==> config.mk <==
export PLATFORM = sky130hd
export DESIGN_NAME = chan_busy_est
export DESIGN_NICKNAME = d
export VERILOG_FILES = /design/src/rtl/cbp_pkg.sv /design/src/rtl/cbp_snapshot.sv /design/src/rtl/cbp_divider.sv /design/src/rtl/cbp_ctrl.sv /design/src/rtl/chan_busy_est.sv
export SDC_FILE = /design/constraint.sdc
export NUM_CORES = 2
export LEC_CHECK = 0
export ABC_AREA = 1
export BUFFER_PORTS_ARGS = -buffer_cell sky130_fd_sc_hd__buf_2
export CORE_UTILIZATION = 45
export DETAILED_ROUTE_END_ITERATION = 12
export PLACE_DENSITY_LB_ADDON = 0.2
export SYNTH_ARGS = -nofsm -noshare
export SYNTH_HDL_FRONTEND = slang
export SYNTH_SLANG_ARGS = --single-unit
==> constraint.sdc <==
create_clock -name clk -period 5.1 [get_ports clk]
set_clock_uncertainty 0.1 [all_clocks]
set_input_delay 0.765 -clock clk [delete_from_list [all_inputs] [get_ports clk]]
set_output_delay 0.765 -clock clk [all_outputs]
set_load 0.01 [all_outputs]
==> src/rtl/cbp_pkg.sv <==
package cbp_pkg;
  localparam int N_ACT     = 4;   // activity channels: ctl, ext, rx, tx
  localparam int IDX_CTL   = 0;
  localparam int IDX_EXT   = 1;
  localparam int IDX_RX    = 2;
  localparam int IDX_TX    = 3;
  localparam int N_QUOT    = N_ACT + 1; // last quotient is the extension ratio
  localparam int SCALE     = 100;
  localparam int SCALE_W   = 7;   // bits needed to hold SCALE

  typedef enum logic [2:0] {
    ST_IDLE,
    ST_GRAB,
    ST_WAIT,
    ST_LOAD,
    ST_RUN,
    ST_FIN
  } cbp_state_e;
endpackage

==> src/rtl/cbp_snapshot.sv <==
module cbp_snapshot
  import cbp_pkg::*;
#(
  parameter int CW = 32
) (
  input  logic          clk,
  input  logic          rst,
  input  logic          take_act,
  input  logic          take_cyc,
  input  logic [CW-1:0] cnt_cycle,
  input  logic [CW-1:0] act_in  [N_ACT],
  output logic [CW-1:0] d_cyc,
  output logic [CW-1:0] d_act   [N_ACT],
  output logic          snap_ok,
  output logic          snap_evt
);
  logic [CW-1:0] prev_cyc;
  logic          first_smp, backwards, standstill;

  function automatic logic [CW-1:0] f_delta(input logic [CW-1:0] now_v,
                                           input logic [CW-1:0] old_v);
    return now_v - old_v; // modulo 2^CW
  endfunction

  assign first_smp  = (prev_cyc == '0);
  assign backwards  = (prev_cyc > cnt_cycle);
  assign standstill = (prev_cyc == cnt_cycle);

  // activity channels: captured at the strobe, folded at cycle capture
  for (genvar g = 0; g < N_ACT; g++) begin : g_act
    logic [CW-1:0] cur_q, prev_q;
    always_ff @(posedge clk) begin
      if (rst) begin
        cur_q    <= '0;
        prev_q   <= '0;
        d_act[g] <= '0;
      end else begin
        if (take_act) cur_q <= act_in[g];
        if (take_cyc) begin
          d_act[g] <= f_delta(cur_q, prev_q);
          prev_q   <= cur_q;
        end
      end
    end
  end

  always_ff @(posedge clk) begin
    if (rst) begin
      prev_cyc <= '0;
      d_cyc    <= '0;
      snap_ok  <= 1'b0;
      snap_evt <= 1'b0;
    end else begin
      snap_evt <= take_cyc;
      if (take_cyc) begin
        d_cyc    <= f_delta(cnt_cycle, prev_cyc);
        snap_ok  <= !(first_smp || backwards || standstill);
        prev_cyc <= cnt_cycle;
      end
    end
  end

  // the cycle counter is never taken without an activity capture just before
  assert_cyc_after_act_R2: assert property (@(posedge clk) disable iff (rst)
    take_cyc |-> $past(take_act));
endmodule

==> src/rtl/cbp_divider.sv <==
module cbp_divider #(
  parameter int NW = 39,
  parameter int DW = 32
) (
  input  logic          clk,
  input  logic          rst,
  input  logic          start,
  input  logic [NW-1:0] numer,
  input  logic [DW-1:0] denom,
  output logic [NW-1:0] quot,
  output logic          busy,
  output logic          done
);
  localparam int CNT_W = $clog2(NW + 1);

  logic [NW-1:0]    num_q, numer_q;
  logic [DW-1:0]    rem_q, den_q;
  logic [CNT_W-1:0] cnt_q;
  logic [DW:0]      shifted, diff;
  logic             fits;

  assign shifted = {rem_q, num_q[NW-1]};
  assign diff    = shifted - {1'b0, den_q};
  assign fits    = (shifted >= {1'b0, den_q});

  always_ff @(posedge clk) begin
    if (rst) begin
      num_q   <= '0;
      numer_q <= '0;
      rem_q   <= '0;
      den_q   <= '0;
      cnt_q   <= '0;
      busy    <= 1'b0;
      done    <= 1'b0;
    end else begin
      done <= 1'b0;
      if (start && !busy) begin
        num_q   <= numer;
        numer_q <= numer;
        den_q   <= denom;
        rem_q   <= '0;
        cnt_q   <= CNT_W'(NW);
        busy    <= 1'b1;
      end else if (busy) begin
        rem_q <= fits ? diff[DW-1:0] : shifted[DW-1:0];
        num_q <= {num_q[NW-2:0], fits};
        cnt_q <= cnt_q - 1'b1;
        if (cnt_q == CNT_W'(1)) begin
          busy <= 1'b0;
          done <= 1'b1;
        end
      end
    end
  end

  assign quot = num_q;

  // the quotient and remainder reconstruct the dividend exactly
  assert_quot_exact_R3: assert property (@(posedge clk) disable iff (rst)
    done |-> (({{DW{1'b0}}, num_q} * {{NW{1'b0}}, den_q}) + {{NW{1'b0}}, rem_q}
              == {{DW{1'b0}}, numer_q}));
  assert_rem_below_R3: assert property (@(posedge clk) disable iff (rst)
    done |-> (rem_q < den_q));
endmodule

==> src/rtl/cbp_ctrl.sv <==
module cbp_ctrl
  import cbp_pkg::*;
#(
  parameter int CW    = 32,
  parameter int PCT_W = 8,
  parameter int NW    = CW + SCALE_W
) (
  input  logic             clk,
  input  logic             rst,
  input  logic             sample_req,
  input  logic             snap_evt,
  input  logic             snap_ok,
  input  logic [CW-1:0]    d_cyc,
  input  logic [CW-1:0]    d_act [N_ACT],
  input  logic             div_busy,
  input  logic             div_done,
  input  logic [NW-1:0]    div_quot,
  output logic             take_act,
  output logic             take_cyc,
  output logic             div_start,
  output logic [NW-1:0]    div_num,
  output logic [CW-1:0]    div_den,
  output logic [PCT_W-1:0] pct_out [N_ACT],
  output logic [PCT_W-1:0] ext_ratio,
  output logic             valid,
  output logic             done
);
  localparam int              IDX_W    = $clog2(N_QUOT);
  localparam logic [IDX_W-1:0] LAST_IDX = IDX_W'(N_QUOT - 1);
  localparam logic [PCT_W-1:0] PCT_MAX  = '1;
  localparam logic [PCT_W-1:0] CLAMP    = PCT_W'(SCALE);

  cbp_state_e       state_q;
  logic [IDX_W-1:0] idx_q;
  logic [PCT_W-1:0] res_q [N_QUOT];
  logic             ok_q;
  logic [CW-1:0]    clear_d;
  logic             clear_zero;
  logic             on_ratio;

  function automatic logic [NW-1:0] f_scale(input logic [CW-1:0] d);
    return {{(NW-CW){1'b0}}, d} * NW'(SCALE);
  endfunction

  function automatic logic [PCT_W-1:0] f_sat(input logic [NW-1:0] q,
                                            input logic [PCT_W-1:0] lim);
    return (q > NW'(lim)) ? lim : q[PCT_W-1:0];
  endfunction

  function automatic logic [CW-1:0] f_clear(input logic [CW-1:0] cyc,
                                           input logic [CW-1:0] ctl);
    return (cyc > ctl) ? (cyc - ctl) : '0;
  endfunction

  assign clear_d    = f_clear(d_cyc, d_act[IDX_CTL]);
  assign clear_zero = (clear_d == '0);
  assign on_ratio   = (idx_q == LAST_IDX);

  assign take_act  = (state_q == ST_IDLE) && sample_req;
  assign take_cyc  = (state_q == ST_GRAB);
  assign div_start = (state_q == ST_LOAD) && !(on_ratio && clear_zero);

  always_comb begin
    div_num = f_scale(d_act[IDX_EXT]);
    div_den = clear_d;
    if (!on_ratio) begin
      div_num = f_scale(d_act[idx_q[1:0]]);
      div_den = d_cyc;
    end
  end

  always_ff @(posedge clk) begin
    if (rst) begin
      state_q   <= ST_IDLE;
      idx_q     <= '0;
      ok_q      <= 1'b0;
      valid     <= 1'b0;
      done      <= 1'b0;
      ext_ratio <= '0;
      for (int i = 0; i < N_QUOT; i++) res_q[i] <= '0;
      for (int i = 0; i < N_ACT; i++) pct_out[i] <= '0;
    end else begin
      done <= 1'b0;
      unique case (state_q)
        ST_IDLE: if (sample_req) state_q <= ST_GRAB;
        ST_GRAB: state_q <= ST_WAIT;
        ST_WAIT: if (snap_evt) begin
          ok_q <= snap_ok;
          idx_q <= '0;
          if (snap_ok) state_q <= ST_LOAD;
          else begin
            for (int i = 0; i < N_QUOT; i++) res_q[i] <= '0;
            state_q <= ST_FIN;
          end
        end
        ST_LOAD: begin
          if (on_ratio && clear_zero) begin
            res_q[idx_q] <= CLAMP;
            state_q      <= ST_FIN;
          end else begin
            state_q <= ST_RUN;
          end
        end
        ST_RUN: if (div_done) begin
          res_q[idx_q] <= on_ratio ? f_sat(div_quot, CLAMP) : f_sat(div_quot, PCT_MAX);
          if (on_ratio) state_q <= ST_FIN;
          else begin
            idx_q   <= idx_q + 1'b1;
            state_q <= ST_LOAD;
          end
        end
        ST_FIN: begin
          for (int i = 0; i < N_ACT; i++) pct_out[i] <= res_q[i];
          ext_ratio <= res_q[LAST_IDX];
          valid     <= ok_q;
          done      <= 1'b1;
          state_q   <= ST_IDLE;
        end
        default: state_q <= ST_IDLE;
      endcase
    end
  end

  // the divider is never started while it is still working
  assert_no_restart_R9: assert property (@(posedge clk) disable iff (rst)
    div_start |-> !div_busy);
  // an accepted snapshot always carries a nonzero cycle delta
  assert_nonzero_span_R6: assert property (@(posedge clk) disable iff (rst)
    (state_q == ST_WAIT && snap_evt && snap_ok) |-> (d_cyc != '0));
endmodule

==> src/rtl/chan_busy_est.sv <==
module chan_busy_est
  import cbp_pkg::*;
#(
  parameter int CW    = 32,
  parameter int PCT_W = 8
) (
  input  logic             clk,
  input  logic             rst,
  input  logic             sample_req,
  input  logic [CW-1:0]    cnt_cycle,
  input  logic [CW-1:0]    cnt_ctl,
  input  logic [CW-1:0]    cnt_ext,
  input  logic [CW-1:0]    cnt_rx,
  input  logic [CW-1:0]    cnt_tx,
  output logic [PCT_W-1:0] pct_ctl,
  output logic [PCT_W-1:0] pct_ext,
  output logic [PCT_W-1:0] pct_rx,
  output logic [PCT_W-1:0] pct_tx,
  output logic [PCT_W-1:0] ext_ratio,
  output logic             valid,
  output logic             done
);
  localparam int NW = CW + SCALE_W;

  logic [CW-1:0]    act_in [N_ACT];
  logic [CW-1:0]    d_act  [N_ACT];
  logic [CW-1:0]    d_cyc;
  logic [PCT_W-1:0] pct_out [N_ACT];
  logic             take_act, take_cyc, snap_ok, snap_evt;
  logic             div_start, div_busy, div_done;
  logic [NW-1:0]    div_num, div_quot;
  logic [CW-1:0]    div_den;

  assign act_in[IDX_CTL] = cnt_ctl;
  assign act_in[IDX_EXT] = cnt_ext;
  assign act_in[IDX_RX]  = cnt_rx;
  assign act_in[IDX_TX]  = cnt_tx;

  cbp_snapshot #(.CW(CW)) u_snap (
    .clk(clk), .rst(rst), .take_act(take_act), .take_cyc(take_cyc),
    .cnt_cycle(cnt_cycle), .act_in(act_in), .d_cyc(d_cyc), .d_act(d_act),
    .snap_ok(snap_ok), .snap_evt(snap_evt)
  );

  cbp_divider #(.NW(NW), .DW(CW)) u_div (
    .clk(clk), .rst(rst), .start(div_start), .numer(div_num), .denom(div_den),
    .quot(div_quot), .busy(div_busy), .done(div_done)
  );

  cbp_ctrl #(.CW(CW), .PCT_W(PCT_W), .NW(NW)) u_ctrl (
    .clk(clk), .rst(rst), .sample_req(sample_req), .snap_evt(snap_evt),
    .snap_ok(snap_ok), .d_cyc(d_cyc), .d_act(d_act), .div_busy(div_busy),
    .div_done(div_done), .div_quot(div_quot), .take_act(take_act),
    .take_cyc(take_cyc), .div_start(div_start), .div_num(div_num),
    .div_den(div_den), .pct_out(pct_out), .ext_ratio(ext_ratio),
    .valid(valid), .done(done)
  );

  assign pct_ctl = pct_out[IDX_CTL];
  assign pct_ext = pct_out[IDX_EXT];
  assign pct_rx  = pct_out[IDX_RX];
  assign pct_tx  = pct_out[IDX_TX];

  // an invalid result carries only zeros
  assert_invalid_zero_R5: assert property (@(posedge clk) disable iff (rst)
    (done && !valid) |-> (pct_ctl == '0 && pct_ext == '0 && pct_rx == '0 &&
                          pct_tx == '0 && ext_ratio == '0));
  // the extension ratio never exceeds 100
  assert_ratio_clamp_R4: assert property (@(posedge clk) disable iff (rst)
    done |-> (ext_ratio <= PCT_W'(SCALE)));
  // done is a single-cycle pulse
  assert_done_pulse_R8: assert property (@(posedge clk) disable iff (rst)
    done |=> !done);
  // outputs hold between completions
  assert_outputs_hold_R8: assert property (@(posedge clk) disable iff (rst)
    !done |-> ($stable(pct_ctl) && $stable(pct_ext) && $stable(pct_rx) &&
               $stable(pct_tx) && $stable(ext_ratio) && $stable(valid)));
endmodule

==> metrics.yaml <==
status:
  status: "finished, final reports clean"
floorplanning:
  fp.dieW_um: 320
  row_count: 116
  dieArea_um2: 103000
  core_area_um2: 100000
  start_util_pct: 45.5
  die_y_um: 320
  io_pins: 205
sta:
  setup-violations-final: 0
  final_hold_viol_count: 0
  slew_violations: 0
  post-route-min-period_ns: 4.83
  fin_ws_ns: 0.271
  max_freq_mhz: 207
  relSlewSlack_pct: 28.3
  finalCritPeriodShare_pct: 94.7
  worst_slew_pin_slew_ns: 1.08
  whs_ns: 0.275
  setup_tns_ns: 0
final_layout:
  multiInputGateArea_um2: 26400
  area_delta_synth_final_pct: 10.7
  fin_nets: 7398
  seq_area_um2: 13400
  drive_gt1_share_pct: 7.09
  nFillCells: 10297
setup_path:
  cp_max_fo: 25
  critPathCaptureType: "register"
  critPathArrivalTime_ns: 5.27
  start_kind: "register"
  rr_worst_depth: 21
  crit_path_cell_trace: "clkinvlp_4, buf_12, a32oi_1, ha_1, ha_1, inv_1, fa_1, inv_1, ha_1, a21oi_1, o21ai_0, a21oi_1, o21ai_0, buf_4, a21o_1, o21ai_0, nand2_1, nand4_1, nand3_1, nand2_1, inv_1"
  cp_num_buf_inv: 6
  path_delay_family: "compound AO/OA/AOI/OAI gates"
  cp.depth: 21
  cpMaxStageDelayCell: "fa_1"
  crit_type: "reg -> reg"
  slowest_delay_ns: 0.49
  worstPathRequired_ns: 5.54
yosys:
  yosys.area.top_type: "dfxtp_1"
  ys_top_cells_by_count: "inv_1 (1270), nand2_1 (1088), a21oi_1 (878)"
  synth_area_um2: 45600
  yosysMostFrequentCell: "inv_1"
  ys.flop_type: "dfxtp_1"
  syn_nets: 7319
  syn_inst: 6671
  synth_edf_count: 40
  synthArstFlopShare_pct: 0
  synth_area_per_cell_um2: 6.84
  yosysUniqueCellTypes: 51
  ys_warn_count: 0
  ys_seq_area_share_pct: 29.4
  synth.top_cell.area_share_pct: 26.8
  synth.area.top_cells: "dfxtp_1 (27%), ha_1 (12%), inv_1 (10%), a21oi_1 (9.6%), nand2_1 (9.0%)"
  ys_ff_latch: 650
placement:
  gp_congestion: 0.957
  hpwlAfterDp_um: 109000
  pre_cts_ws_ns: 0.288
  port_buffers: 204
worst_hold_path:
  worstHoldPathCells: 3
  hold_path.class: "in -> reg"
route:
  postRouteAntennaNets: 0
  drc: 0
  viasPerCell: 5.23
  dr.pass1.iters: 6
  avgRoutedWirePerCell_um: 17.1
  postRouteWirelength_um: 140000
  drt_iter0_drc: 3720
  vias: 42728
global_routing:
  grt_pass1_vias: 39063
  grt_util_all_layers_pct: 26.6
  grt_max_degree: 204
  grt_pass1_wl_um: 219000
  antenna_found_initial: 0
  grt-ovfl-total: 0
clocking:
  htree_levels: 3
  clk_path_buf_depth: 3
  cts_tree: "yes"
  cts.sinks: 650
  cts-root-buf: "clkbuf_16"
  cts_buffers: 75
  path_clk_slew_ns: 0.06
  insertion_delay_ns: 0.67
job:
  drv_cap: 0
[final timing paths]
kind | startpoint | endpoint | slack [ns]
max | u_ctrl.idx_q[1] | u_div.quot[28] | 0.27
min | cnt_tx[27] | u_snap.g_act[3].cur_q[27] | 0.27
max reg2reg | u_ctrl.idx_q[1] | u_div.quot[28] | 0.27
min reg2reg | pct_ext[6] | pct_ext[6] | 0.34
[logic make-up (layout without fill, tap and decap cells)]
group                    count (synthesis)  after routing  share of synthesized area [%]
AO/OA/AOI/OAI                         1890           1890                           22.4
XOR/XNOR                               164            164                           3.15
adder cells (fa/ha/maj)                485            485                           14.3
buffers and inverters                 1528           1668                           12.7
flip-flops                             650            650                           29.4
other                                    0              1                              0
AND/OR/NAND/NOR                       1954           1954                           18.0
[worst reg2reg max path, cell delays in order, from the launching register on]
cell and delay, ns:
dfxtp_1 0.38, clkinvlp_4 0.29, buf_12 0.26, a32oi_1 0.37, ha_1 0.31, ha_1 0.28
inv_1 0.05, fa_1 0.49, inv_1 0.05, ha_1 0.35, a21oi_1 0.24, o21ai_0 0.13
a21oi_1 0.13, o21ai_0 0.10, buf_4 0.17, a21o_1 0.18, o21ai_0 0.40, nand2_1 0.12
nand4_1 0.11, nand3_1 0.10, nand2_1 0.06, inv_1 0.03
[cells in the final DEF (no fill, tap or decap), types with 76 or more instances in the layout]
cell       Yosys  layout
a21oi_1      878     877
o21ai_0      733     733
ha_1         424     424
buf_2          7     203
dfxtp_1      610     609
clkbuf_16      0      76
nor2_1       415     415
nand3_1      228     226
xor2_1        90      90
nand2_1     1088    1087
inv_1       1270    1267
[through the flow]
| step | std cells | cell area, um^2 | utilization (%) |
|---|---|---|---|
| global placement | 8027 | 47800 | 47.7 |
| floorplan | 6671 | 45600 | - |
| CTS | 8165 | 50400 | 50.3 |
| finish | 8169 | 50500 | 50.4 |
| global route | 8168 | 50500 | 50.4 |
| detailed placement | 8027 | 47800 | 47.7 |
[area by class of cell]
| class | count | area share (%) |
|---|---|---|
| clock buffer | 102 | 4.21 |
| antenna | 1 | 0.00496 |
| inverter | 1275 | 9.51 |
| multi-input combinational | 4493 | 52.3 |
| clock inverter | 36 | 0.964 |
| timing repair buffer | 255 | 3.03 |
| sequential | 650 | 26.6 |
| tap | 1357 | 3.36 |
[state kept, by name (all words and copies together) (netlist names), 32 cells and up]
register / flops
u_snap.prev_cyc: 32
u_snap.d_cyc: 32
u_snap.g_act.cur_q: 128
u_div.den_q: 32
u_div.quot: 39
u_ctrl.res_q: 40
u_div.rem_q: 32
u_snap.g_act.prev_q: 128
u_snap.d_act: 128
[layer usage]
metal  track usage [%]  share of wire, %  vias up
met1              39.4                50    19577
met4              7.77               2.6        0
li1                  -                 -    21942
met2              40.6                43     1044
met3              2.68               5.0      165
met5                 0                 0        -
[repair_timing]
| action | 4_1_cts | 5_1_grt |
|---|---|---|
| endpoints found under the setup margin | 0 | 16 |
| resized for setup | 0 | 8 |
| endpoints found under the hold margin | 0 | 0 |
| buffers inserted | 0 | 2 |
| hold buffers | 0 | 0 |
Power is left out: the tool's default activity adds up to more than one toggle a clock period on the data nets, which glitch-free logic cannot reach.
